File: config.mk
export PLATFORM = sky130hd
export DESIGN_NAME = irq_ctl_reg
export DESIGN_NICKNAME = d
export VERILOG_FILES = /design/src/rtl/irq_ctl_pkg.sv /design/src/rtl/irq_sync_edge.sv /design/src/rtl/irq_port_watch.sv /design/src/rtl/irq_ctl_reg.sv
export SDC_FILE = /design/constraint.sdc
export NUM_CORES = 1
export LEC_CHECK = 0
export ABC_AREA = 1
export ABC_CLOCK_PERIOD_IN_PS = 1220
export BUFFER_PORTS_ARGS = -buffer_cell sky130_fd_sc_hd__buf_2
export CORE_ASPECT_RATIO = 0.7
export CORE_MARGIN = 2
export CORE_UTILIZATION = 50
export CTS_BUF_LIST = sky130_fd_sc_hd__clkbuf_4
export DETAILED_ROUTE_END_ITERATION = 10
export HOLD_SLACK_MARGIN = 0.12
export PLACE_DENSITY = 0.83
export SLEW_MARGIN = 10
export SYNTH_ARGS = -nofsm -noshare
export SYNTH_HDL_FRONTEND = slang
export SYNTH_SLANG_ARGS = --single-unit
File: constraint.sdc
create_clock -name clk -period 1.22 [get_ports clk]
set_clock_uncertainty 0.1 [all_clocks]
set_input_delay 0.244 -clock clk [delete_from_list [all_inputs] [get_ports clk]]
set_output_delay 0.244 -clock clk [all_outputs]
set_load 0.01 [all_outputs]
File: src/rtl/irq_ctl_pkg.sv
package irq_ctl_pkg;
  localparam int CSR_W = 8;

  typedef struct packed {
    logic gie;
    logic pie;
    logic tmr_en;
    logic ext_en;
    logic chg_en;
    logic tmr_flg;
    logic ext_flg;
    logic chg_flg;
  } csr_t;

  // Request equation: per-source gating under the global enable,
  // plus the peripheral group gated by its own enable.
  function automatic logic irq_eval(csr_t c, logic preq);
    logic any_src;
    any_src = (c.tmr_en & c.tmr_flg) | (c.ext_en & c.ext_flg) |
              (c.chg_en & c.chg_flg) | (c.pie & preq);
    return c.gie & any_src;
  endfunction

  // Address decode with don't-care bank bits.
  function automatic logic addr_match(logic [8:0] a, logic [8:0] base,
                                      logic [8:0] bank_mask);
    return ((a ^ base) & ~bank_mask) == '0;
  endfunction
endpackage

File: src/rtl/irq_sync_edge.sv
module irq_sync_edge #(
  parameter int STAGES = 2
) (
  input  logic clk,
  input  logic rst_n,
  input  logic async_in,
  output logic sync_out,
  output logic rise,
  output logic toggle
);
  logic [STAGES-1:0] chain_q;
  logic              prev_q;

  generate
    if (STAGES == 1) begin : g_one
      always_ff @(posedge clk or negedge rst_n)
        if (!rst_n) chain_q <= '0;
        else        chain_q <= async_in;
    end else begin : g_many
      always_ff @(posedge clk or negedge rst_n)
        if (!rst_n) chain_q <= '0;
        else        chain_q <= {chain_q[STAGES-2:0], async_in};
    end
  endgenerate

  always_ff @(posedge clk or negedge rst_n)
    if (!rst_n) prev_q <= 1'b0;
    else        prev_q <= chain_q[STAGES-1];

  assign sync_out = chain_q[STAGES-1];
  assign rise     = sync_out & ~prev_q;
  assign toggle   = sync_out ^ prev_q;


  rise_single_chk: assert property (@(posedge clk) disable iff (!rst_n)
    rise |=> !rise);
endmodule

File: src/rtl/irq_port_watch.sv
module irq_port_watch #(
  parameter int W      = 8,
  parameter int STAGES = 2
) (
  input  logic         clk,
  input  logic         rst_n,
  input  logic [W-1:0] pins,
  input  logic [W-1:0] mask,
  output logic         change_any
);
  logic [W-1:0] sync_v, rise_v, tog_v;

  generate
    for (genvar i = 0; i < W; i++) begin : g_pin
      irq_sync_edge #(.STAGES(STAGES)) u_sync (
        .clk(clk), .rst_n(rst_n), .async_in(pins[i]),
        .sync_out(sync_v[i]), .rise(rise_v[i]), .toggle(tog_v[i]));
    end
  endgenerate

  assign change_any = |(tog_v & mask);


  masked_chg_chk: assert property (@(posedge clk) disable iff (!rst_n)
    (mask == '0) |-> !change_any);

  masked_rise_chk: assert property (@(posedge clk) disable iff (!rst_n)
    (|(rise_v & mask)) |-> change_any);

  sync_seen_chk: assert property (@(posedge clk) disable iff (!rst_n)
    (|(tog_v & mask & sync_v)) |-> change_any);
endmodule

File: src/rtl/irq_ctl_reg.sv
module irq_ctl_reg
  import irq_ctl_pkg::*;
#(
  parameter int          ADDR_W    = 9,
  parameter int          PORT_W    = 8,
  parameter int          SYNC_N    = 2,
  parameter logic [8:0]  BASE_ADDR = 9'h00B,
  parameter logic [8:0]  BANK_MASK = 9'h180
) (
  input  logic              clk,
  input  logic              rst_n,
  input  logic [ADDR_W-1:0] bus_addr,
  input  logic              bus_wr,
  input  logic [CSR_W-1:0]  bus_wdata,
  output logic [CSR_W-1:0]  bus_rdata,
  input  logic              tmr_tick,
  input  logic              ext_pin,
  input  logic [PORT_W-1:0] port_pins,
  input  logic [PORT_W-1:0] port_mask,
  input  logic              periph_req,
  output logic              irq
);
  csr_t csr_q, csr_d;
  logic hit, wr_hit;
  logic ext_rise, ext_sync, ext_tog;
  logic chg_any;

  assign hit    = addr_match(bus_addr, BASE_ADDR, BANK_MASK);
  assign wr_hit = hit & bus_wr;

  irq_sync_edge #(.STAGES(SYNC_N)) u_ext (
    .clk(clk), .rst_n(rst_n), .async_in(ext_pin),
    .sync_out(ext_sync), .rise(ext_rise), .toggle(ext_tog));

  irq_port_watch #(.W(PORT_W), .STAGES(SYNC_N)) u_port (
    .clk(clk), .rst_n(rst_n), .pins(port_pins), .mask(port_mask),
    .change_any(chg_any));

  always_comb begin
    csr_d = csr_q;
    if (wr_hit) csr_d = csr_t'(bus_wdata);
    // hardware set applied after the write: set wins
    csr_d.tmr_flg = csr_d.tmr_flg | tmr_tick;
    csr_d.ext_flg = csr_d.ext_flg | ext_rise;
    csr_d.chg_flg = csr_d.chg_flg | chg_any;
  end

  always_ff @(posedge clk or negedge rst_n)
    if (!rst_n) csr_q <= '0;
    else        csr_q <= csr_d;

  assign bus_rdata = hit ? CSR_W'(csr_q) : '0;
  assign irq       = irq_eval(csr_q, periph_req);


  tmr_set_chk: assert property (@(posedge clk) disable iff (!rst_n)
    tmr_tick |=> csr_q.tmr_flg);

  tmr_hold_chk: assert property (@(posedge clk) disable iff (!rst_n)
    (csr_q.tmr_flg && !(wr_hit && !bus_wdata[2])) |=> csr_q.tmr_flg);

  ext_set_chk: assert property (@(posedge clk) disable iff (!rst_n)
    ext_rise |=> csr_q.ext_flg);

  ext_edge_chk: assert property (@(posedge clk) disable iff (!rst_n)
    ext_rise |-> (ext_tog && ext_sync));

  chg_set_chk: assert property (@(posedge clk) disable iff (!rst_n)
    chg_any |=> csr_q.chg_flg);

  irq_gate_chk: assert property (@(posedge clk) disable iff (!rst_n)
    !csr_q.gie |-> !irq);

  periph_block_chk: assert property (@(posedge clk) disable iff (!rst_n)
    (!csr_q.pie && !csr_q.tmr_en && !csr_q.ext_en && !csr_q.chg_en) |-> !irq);

  wr_store_chk: assert property (@(posedge clk) disable iff (!rst_n)
    (wr_hit && !tmr_tick && !ext_rise && !chg_any) |=>
      (CSR_W'(csr_q) == $past(bus_wdata)));

  miss_chk: assert property (@(posedge clk) disable iff (!rst_n)
    (bus_wr && !hit && !tmr_tick && !ext_rise && !chg_any) |=> $stable(csr_q));
endmodule

# After elaboration in Yosys (flattened, before gate mapping)
# Cells that the tools add are included.
totals:
  elab_cells: 54
  reg_bits: 35
op_classes:
  n_reduce_logical: 2
  n_bitwise: 24
  n_mux: 2
ops:
  columns: ["op", "n"]
  rows:
  - ["$logic_not 9->1", 1]
  - ["$and 8x8->8", 1]
  - ["$mux 8", 1]
  - ["$reduce_or 8->1", 1]
  - ["$xor 1x1->1", 8]
  - ["$and 1x1->1", 7]
  - ["$or 1x1->1", 6]
  - ["$mux 3", 1]
  - ["$not 3->3", 1]
  - ["$not 1->1", 1]

# Depth between registers and ports, before layout
# Gate-level depths: netlist (run 1).
logic_depth:
  word_depth: 5
  mapped_depth: 8
  mapped_depth_nobuf: 8

# Modules after synthesis
# A second synthesis (run 1) with hierarchy kept.
hier_totals:
  cells_unflattened: 133
  hier_area_um2: 1418.9
modules_own_cells:
  columns: ["module", "cells_per_inst", "n_inst", "area_each_um2"]
  rows:
  - ["irq_sync_edge", 6, 9, 95.1]
  - ["irq_ctl_reg", 64, 1, 506.7]
  - ["irq_port_watch", 15, 1, 56.3]

# Worst setup path before layout (run 1)
# Ideal clock, no wire load.
synth_path:
  kind: "input to output"
  from: "input bus_addr[5]"
  to: "output bus_rdata[0]"
  setup_slack_ns: 0.076
  stages: 3
  path_buffers: 0
  arrival_time_ns: 0.800
  path_cell_list: "nor3_4 > nand2_1 > nor2_1"
synth_via:
  elab_chain_len: 2
synth_rtl:
  columns: ["item", "line", "source"]
  rows:
  - ["start: declaration", "irq_ctl_reg.sv:12", "input logic [ADDR_W-1:0] bus_addr,"]
  - ["$logic_not 9->1", "irq_ctl_pkg.sv:27", "return ((a ^ base) & ~bank_mask) == '0;"]
  - ["$mux 8", "irq_ctl_reg.sv:52", "assign bus_rdata = hit ? CSR_W'(csr_q) : '0;"]
  - ["end: declaration", "irq_ctl_reg.sv:15", "output logic [CSR_W-1:0] bus_rdata,"]
# No other way between the ends.

# Final worst setup path (run 1)
layout_path:
  from: "register csr_q[2] in the netlist's numbering"
  to: "output irq"
layout_via:
  elab_chain_len: 5
layout_rtl:
  columns: ["item", "line", "source"]
  rows:
  - ["start: declaration", "irq_ctl_reg.sv:23", "csr_t csr_q, csr_d;"]
  - ["start signal: assignment", "irq_ctl_reg.sv:50", "else csr_q <= csr_d;"]
  - ["$and 1x1->1", "irq_ctl_pkg.sv:19", "any_src = (c.tmr_en & c.tmr_flg) | (c.ext_en & c.ext_flg) |"]
  - ["$or 1x1->1 (2 in a row)", "irq_ctl_pkg.sv:19", null]
  - ["$or 1x1->1", "irq_ctl_pkg.sv:20", "(c.chg_en & c.chg_flg) | (c.pie & preq);"]
  - ["$and 1x1->1", "irq_ctl_pkg.sv:21", "return c.gie & any_src;"]
  - ["end: declaration", "irq_ctl_reg.sv:21", "output logic irq"]
# No other way between the ends.

==> summary.txt, run 1 <==
Status
  • Outcome: finished, violations left
  • Failing checks: setup timing

Power
  • Maximum vdd drop: 0.8903 mV
  • Logic gate share of total power: 0.133
  • Clock network power share: 0.276
  • Psw: 522.2 uW
  • Sw Ratio: 0.2444
  • Register share of total power: 0.591
  • Pint: 1.614 mW
  • Power per cell area: 1114 mW/mm2
  • LEAKAGE: 1.031 nW

GRT
  • Vias in the first global route: 1087
  • Initial antenna violation count: 0
  • Total global-route track usage: 0.2182
  • First-pass GRT wire length: 4540 um
  • Pin count of the biggest net entering global routing: 36
  • Gr ovfl total: 0

Synth
  • Syn Area/Cell: 9.865 um2
  • Cell variety after synth: 14
  • Sequential element share of the synthesized area: 0.6829
  • Number of synthesized register bits: 35
  • Net Count, Synth: 169
  • Mapped Area: 0.001282 mm2
  • Post-Syn Instances: 130
  • YS warnings: 0

Min path
  • Min-Delay Path Class: in -> reg
  • Worst Hold Path Cells: 5

Timing
  • Period minus WS final: 1.491 ns
  • Max Clk Rate: 670.5 MHz
  • Max-slew headroom: 0.8605
  • # setup viols final: 9
  • Setup slack after layout: -0.2715 ns
  • Final Hold Vio Count: 0
  • RSZ-0062 raised after global routing: yes
  • Crit share post-route: 1.223
  • Least-Margin Pin Slew: 0.2086 ns
  • WHS: 0.1280 ns
  • Final Max Tran Viols: 0

Setup path
  • Worst Path Arrival: 1.15 ns
  • FF-to-FF path depth: 6
  • Critical path class: reg -> out
  • CP endpoint kind: output port
  • Crit-path cells: inv_2 > o22ai_1 > nor2_1 > nor2_1 > buf_2
  • Slowest cell delay on critical path: 0.38 ns
  • Worst setup SP type: register
  • Worst Path Max Fanout: 2
  • Worst Path Required: 0.88 ns
  • Worst path slowest cell: dfrtp_1
  • Dominant cell type by count on the critical path: nor2_1

Placed design
  • Port Buf Inserts: 45
  • Final Wtd Congestion: 0.7309
  • Post-DP HPWL: 1892 um
  • Placed inst area: 0.001574 mm2
  • Worst slack at placement: -0.1314 ns

Cells and area
  • Area Overhead vs Synth: 49.56%
  • Final instance area: 0.001918 mm2
  • Share of cells above drive strength 1: 0.3714
  • Most frequent cells in the layout: buf_2 (42), dfrtp_1 (35), nand2_1 (34)
  • Diode count: 0
  • Nets: 248
  • Most common cell after layout, fill and taps aside: buf_2

Floorplan
  • Die ar.: 0.002992 mm2
  • Row count: 15
  • Num ports: 48
  • Core Area: 0.002440 mm2
  • Die Y: 46.37 um
  • Die width: 64.53 um
  • Initial Util: 0.5256

Clock tree
  • Num CTS Buffers: 5
  • Sink Count: 35
  • Root Buffer: clkbuf_4
  • H-Tree Depth: 2
  • Clock buffer depth: 2
  • Worst-Skew Late Latency: 0.33 ns
  • Clock Pin Slew Worst Setup and Hold Paths: 0.10 ns
  • CTS tree: done

Drt
  • ANT nets after route: 0
  • DRC Markers: 0
  • Drt via density: 4.742
  • Iter 0 DRT Violations: 33
  • Vias: 1157
  • Routed WL: 3229 um
  • Routed wire per std cell: 13.23 um
  • DRT Pass-1 Iters: 4

Flow run
  • Max-Cap Viols: 0
-- metal layers --
metal	global-route usage	wire length [um]
met5	0	0
met4	0.1277	92
met3	0.05134	160
met2	0.4250	1733
met1	0.2222	1242
-- power by group through the flow --
stage / combinational, mW / sequential, mW / clock, mW
after floorplan: 0.0786 / 1.27 / 0
after global placement: 0.183 / 1.27 / 0
after detailed placement: 0.194 / 1.28 / 0
after CTS: 0.267 / 1.26 / 0.596
after global routing: 0.312 / 1.27 / 0.650
final: 0.284 / 1.26 / 0.589
-- worst max-delay path, delay by kind of cell (launching register included) --
family | cells | cell delay [ns]
DFF | 1 | 0.38
buffers and inverters | 2 | 0.18
AOI/OAI and AO/OA | 1 | 0.14
and+or+nand+nor | 2 | 0.14
-- logic make-up after synthesis --
logic type / Yosys count / share of synthesized area
buffers and inverters: 18 / 0.05951
AND/OR/NAND/NOR: 70 / 0.2293
flip-flops: 35 / 0.6829
AO/OA/AOI/OAI: 7 / 0.02830
-- sequential cells by signal, indices dropped and copies added (netlist names) --
register / cells
u_port.g_pin.u_sync.prev_q: 8
csr_q: 8
u_ext.chain_q: 2
u_port.g_pin.u_sync.chain_q: 16
u_ext.prev_q: 1
-- worst paths after layout --
check                           slack, ns                               from                           endpoint
worst max-delay path                -0.27                           csr_q[2]                                irq
worst min-delay path                 0.13                       bus_wdata[0]                           csr_q[0]
worst max register to register       0.02      u_port.g_pin[4].u_sync.prev_q                           csr_q[0]
worst min register to register       0.25  u_port.g_pin[6].u_sync.chain_q[0]  u_port.g_pin[6].u_sync.chain_q[1]
max in group asynchronous            0.54                              rst_n  u_port.g_pin[3].u_sync.chain_q[1]
min in group asynchronous            0.29                              rst_n  u_port.g_pin[5].u_sync.chain_q[0]
-- cells in the mapped netlist, drive strengths merged --
cell type	count	share of area
clkinv	1	0.0039
nand4	1	0.0049
nand3	4	0.020
nand2	36	0.11
o22ai	1	0.0049
nand3b	1	0.0059
o21ai	6	0.023
dfrtp	35	0.68
inv	16	0.047
nor3	1	0.013
nor2	27	0.081
buf	1	0.0088
-- stage by stage --
| step | setup TNS, ns | cells | utilization | total power, mW |
|---|---|---|---|---|
| 4_1_cts | -0.9874 | 243 | 0.7692 | 2.125 |
| 5_1_grt | -1.562 | 244 | 0.7862 | 2.230 |
| 6_report | -1.023 | 244 | 0.7862 | 2.136 |
| 2_1_floorplan | 0 | 130 | - | 1.350 |
| 3_3_place_gp | -0.7648 | 211 | 0.6451 | 1.457 |
| 3_5_place_dp | -1.388 | 211 | 0.6451 | 1.475 |
-- final cells by class --
| cell class | instances | area [um2] |
|---|---|---|
| Sequential cell | 35 | 875.8 |
| Fill cell | 143 | 521.8 |
| Timing Repair Buffer | 72 | 508.0 |
| Multi-Input combinational cell | 77 | 365.4 |
| Inverter | 17 | 68.82 |
| Clock buffer | 6 | 45.04 |
| Tap cell | 34 | 42.54 |
| Clock inverter | 2 | 7.507 |
| Timing Repair inverter | 1 | 5.005 |
-- timing repair --
item / in CTS / in global routing
pin swaps: 8 / 7
hold endpoints to repair: 51 / 0
gates cloned: 0 / 1
hold buffers: 18 / 0
buffers inserted: 6 / 0
resized for setup: 13 / 11
setup endpoints to repair: 9 / 16
Note: power is estimated with default switching activity, not from simulation.
==> inputs of run 2 (changes only) <==
--- a/config.mk
+++ b/config.mk
@@ -5,12 +5,12 @@
 export SDC_FILE = /design/constraint.sdc
 export NUM_CORES = 1
 export LEC_CHECK = 0
-export ABC_AREA = 1
 export ABC_CLOCK_PERIOD_IN_PS = 1220
 export BUFFER_PORTS_ARGS = -buffer_cell sky130_fd_sc_hd__buf_2
+export CAP_MARGIN = 20
 export CORE_ASPECT_RATIO = 0.7
 export CORE_MARGIN = 2
-export CORE_UTILIZATION = 50
+export CORE_UTILIZATION = 49
 export CTS_BUF_LIST = sky130_fd_sc_hd__clkbuf_4
 export DETAILED_ROUTE_END_ITERATION = 10
 export HOLD_SLACK_MARGIN = 0.12
==> run 2 against run 1 <==
- the run still ends with setup timing left
- via count fell by 23%
- largest power group unchanged
- global-route usage fell by 1.8 points
- synthesized cell count fell by 42%
- critical endpoint unchanged
- sequential power barely moved
- critical path type unchanged
- sequential share of layout area fell by 1.3 points
- final cell count fell by 21%
- largest cell class unchanged
- wire length fell by 16%
- fmax barely moved
==> summary.txt, run 2 <==
Clock tree
  • Root Buffer: clkbuf_4
  • Num CTS Buffers: 5
  • Clock Pin Slew Worst Setup and Hold Paths: 0.10 ns
  • Sink Count: 35
  • H-Tree Depth: 2
  • CTS tree: done
  • Clock buffer depth: 2
  • Worst-Skew Late Latency: 0.31 ns

Floorplan
  • Core Area: 0.002402 mm2
  • Die Y: 45.66 um
  • Die width: 63.52 um
  • Num ports: 48
  • Row count: 15
  • Die ar.: 0.002900 mm2
  • Initial Util: 0.5057

Setup path
  • Worst path slowest cell: dfrtp_1
  • Worst Path Required: 0.88 ns
  • Worst Path Arrival: 1.15 ns
  • Slowest cell delay on critical path: 0.44 ns
  • CP delay by family, top: flip-flops
  • Worst setup SP type: register
  • Worst Path Max Fanout: 3
  • Critical path class: reg -> out
  • Reg2Reg Setup Slack: -0.07 ns
  • Buf/Inv on CP: 1
  • Crit-path cells: a22oi_1 > a21boi_1 > buf_2
  • CP endpoint kind: output port

Drt
  • Routed wire per std cell: 14.09 um
  • Routed WL: 2706 um
  • Vias: 896
  • DRC Markers: 0
  • DRT Pass-1 Iters: 4
  • ANT nets after route: 0
  • Iter 0 DRT Violations: 27
  • Drt via density: 4.667

Synth
  • EDFF count, synth: 0
  • Net Count, Synth: 115
  • Mapped Area: 0.001215 mm2
  • Ys async rst share: 1.000
  • Post-Syn Instances: 76
  • Yosys top cell area share: 0.7209
  • Number of synthesized register bits: 35
  • Ys flop type: dfrtp_1
  • Syn Area/Cell: 15.99 um2
  • Top-count cell post-synth: dfrtp_1
  • Yosys top cell by area: dfrtp_1
  • Largest cells by area after synthesis: dfrtp_1 (72%), xor2_1 (5.8%), mux2_2 (4.6%)
  • Commonest cells in the synthesized netlist: dfrtp_1 (35), and2_1 (8), xor2_1 (8)
  • YS warnings: 0
  • Cell variety after synth: 20
  • Sequential element share of the synthesized area: 0.7209

GRT
  • Initial antenna violation count: 0
  • Gr ovfl total: 0
  • Total global-route track usage: 0.1998
  • Vias in the first global route: 948
  • Pin count of the biggest net entering global routing: 21
  • First-pass GRT wire length: 4160 um

Cells and area
  • Reg area: 875.8 um2
  • Biggest register: u_port.g_pin.u_sync.chain_q
  • Diode count: 0
  • Area Overhead vs Synth: 62.41%
  • Nets: 196
  • Share of cells above drive strength 1: 0.4937
  • Most frequent cells in the layout: dfrtp_1 (35), buf_2 (34), dlygate4sd3_1 (23)
  • Final instance area: 0.001973 mm2
  • Area occupied by multi-input gates: 404.1 um2
  • Top flop regs: u_port.g_pin.u_sync.chain_q x16, csr_q x8, u_port.g_pin.u_sync.prev_q x8
  • Max reg flops: 16
  • Fillers: 142
  • Most common cell after layout, fill and taps aside: dfrtp_1

Timing
  • Least-Margin Pin Slew: 0.3913 ns
  • Final Hold Vio Count: 0
  • Period minus WS final: 1.492 ns
  • Setup slack after layout: -0.2715 ns
  • Post-route setup TNS: -2.333 ns
  • RSZ-0062 raised after global routing: yes
  • Crit share post-route: 1.223
  • Max Clk Rate: 670.5 MHz
  • Max-slew headroom: 0.7392
  • Final Max Tran Viols: 0
  • # setup viols final: 10

Power
  • Power per cell area: 1077 mW/mm2
  • Maximum vdd drop: 0.8316 mV
  • LEAKAGE: 0.9365 nW

Min path
  • Min-Delay Path Class: in -> reg

Placed design
  • Worst slack at placement: -0.3385 ns
  • Port Buf Inserts: 45
  • Post-DP HPWL: 1617 um
  • Placed inst area: 0.001555 mm2
  • Final Wtd Congestion: 0.6920

Status
  • Failing checks: setup timing
  • Outcome: finished, violations left

Flow run
  • Max-Cap Viols: 0
## run 2: cell count changes after synthesis, sizes merged, moves of 5 or more
| cell | previous run | this run |
|---|---|---|
| nand2 | 36 | 1 |
| nor2 | 27 | 1 |
| inv | 16 | 1 |
| and2 | 0 | 8 |
| xor2 | 0 | 8 |
| mux2 | 0 | 5 |
| o21ai | 6 | 1 |
## run 2: layout make-up
type,count,area share
clock buffer,7,0.02663
tap,34,0.02156
clock inverter,1,0.002536
inverter,1,0.001902
multi-input combinational,40,0.2048
sequential,35,0.4439
timing repair buffer,74,0.2987
## run 2: cell families (layout without fill, tap and decap cells)
group,after synthesis,in the layout,synth area share
mux,7,7,0.06282
simple gates,16,16,0.09681
flops,35,35,0.7209
compound gates,9,9,0.05870
xor+xnor,8,8,0.05767
buf+inv,1,83,0.003087
## run 2: repair_timing
action / 4_1_cts / 5_1_grt
gates cloned: 0 / 0
gates resized for setup: 14 / 7
buffers inserted: 3 / 0
pin swaps: 9 / 9
hold buffers: 23 / 0
hold endpoints to repair: 52 / 0
setup endpoints to repair: 10 / 16
## run 2: through the flow
stage                     total power, mW  instances  hold slack, ns    util
after global placement              1.428        158         0.07396  0.6474
after floorplan                     1.326         76         -0.1516       -
after CTS                           2.133        192          0.1551  0.8078
after detailed placement            1.441        158         0.08118  0.6474
after global routing                2.226        192          0.2155  0.8214
final                               2.125        192          0.2188  0.8214
## run 2: report_power, final
part	leakage [nW]	internal [mW]	switching, mW	total, mW
Sequential	0.409	1.22	0.0302	1.25
Clock	0.0361	0.269	0.349	0.618
Combinational	0.491	0.164	0.0945	0.258
Total	0.937	1.65	0.474	2.12
## run 2: final timing paths
kind / end / depth (start not counted) / start
max: irq / 3 / csr_q[1]
min: csr_q[0] / 4 / port_mask[7]
max reg2reg: csr_q[0] / 4 / u_port.g_pin[6].u_sync.chain_q[1]
min reg2reg: u_ext.chain_q[1] / 0 / u_ext.chain_q[0]
max in group asynchronous: u_port.g_pin[0].u_sync.prev_q / 3 / rst_n
min in group asynchronous: csr_q[3] / 2 / rst_n
## run 2: tightest hold or removal path, stage by stage
cell and delay [ns]:
buf_2 0.09, a22o_1 0.14, a221oi_2 0.04, nand3_1 0.09
## run 2: metal layers
| metal | share of wire | vias to the layer above | global-route usage |
|---|---|---|---|
| li1 | - | 423 | - |
| met1 | 0.41 | 438 | 0.2226 |
| met2 | 0.53 | 32 | 0.3747 |
| met3 | 0.047 | 3 | 0.06436 |
| met4 | 0.0063 | 0 | 0.06522 |
| met5 | 0 | - | 0 |
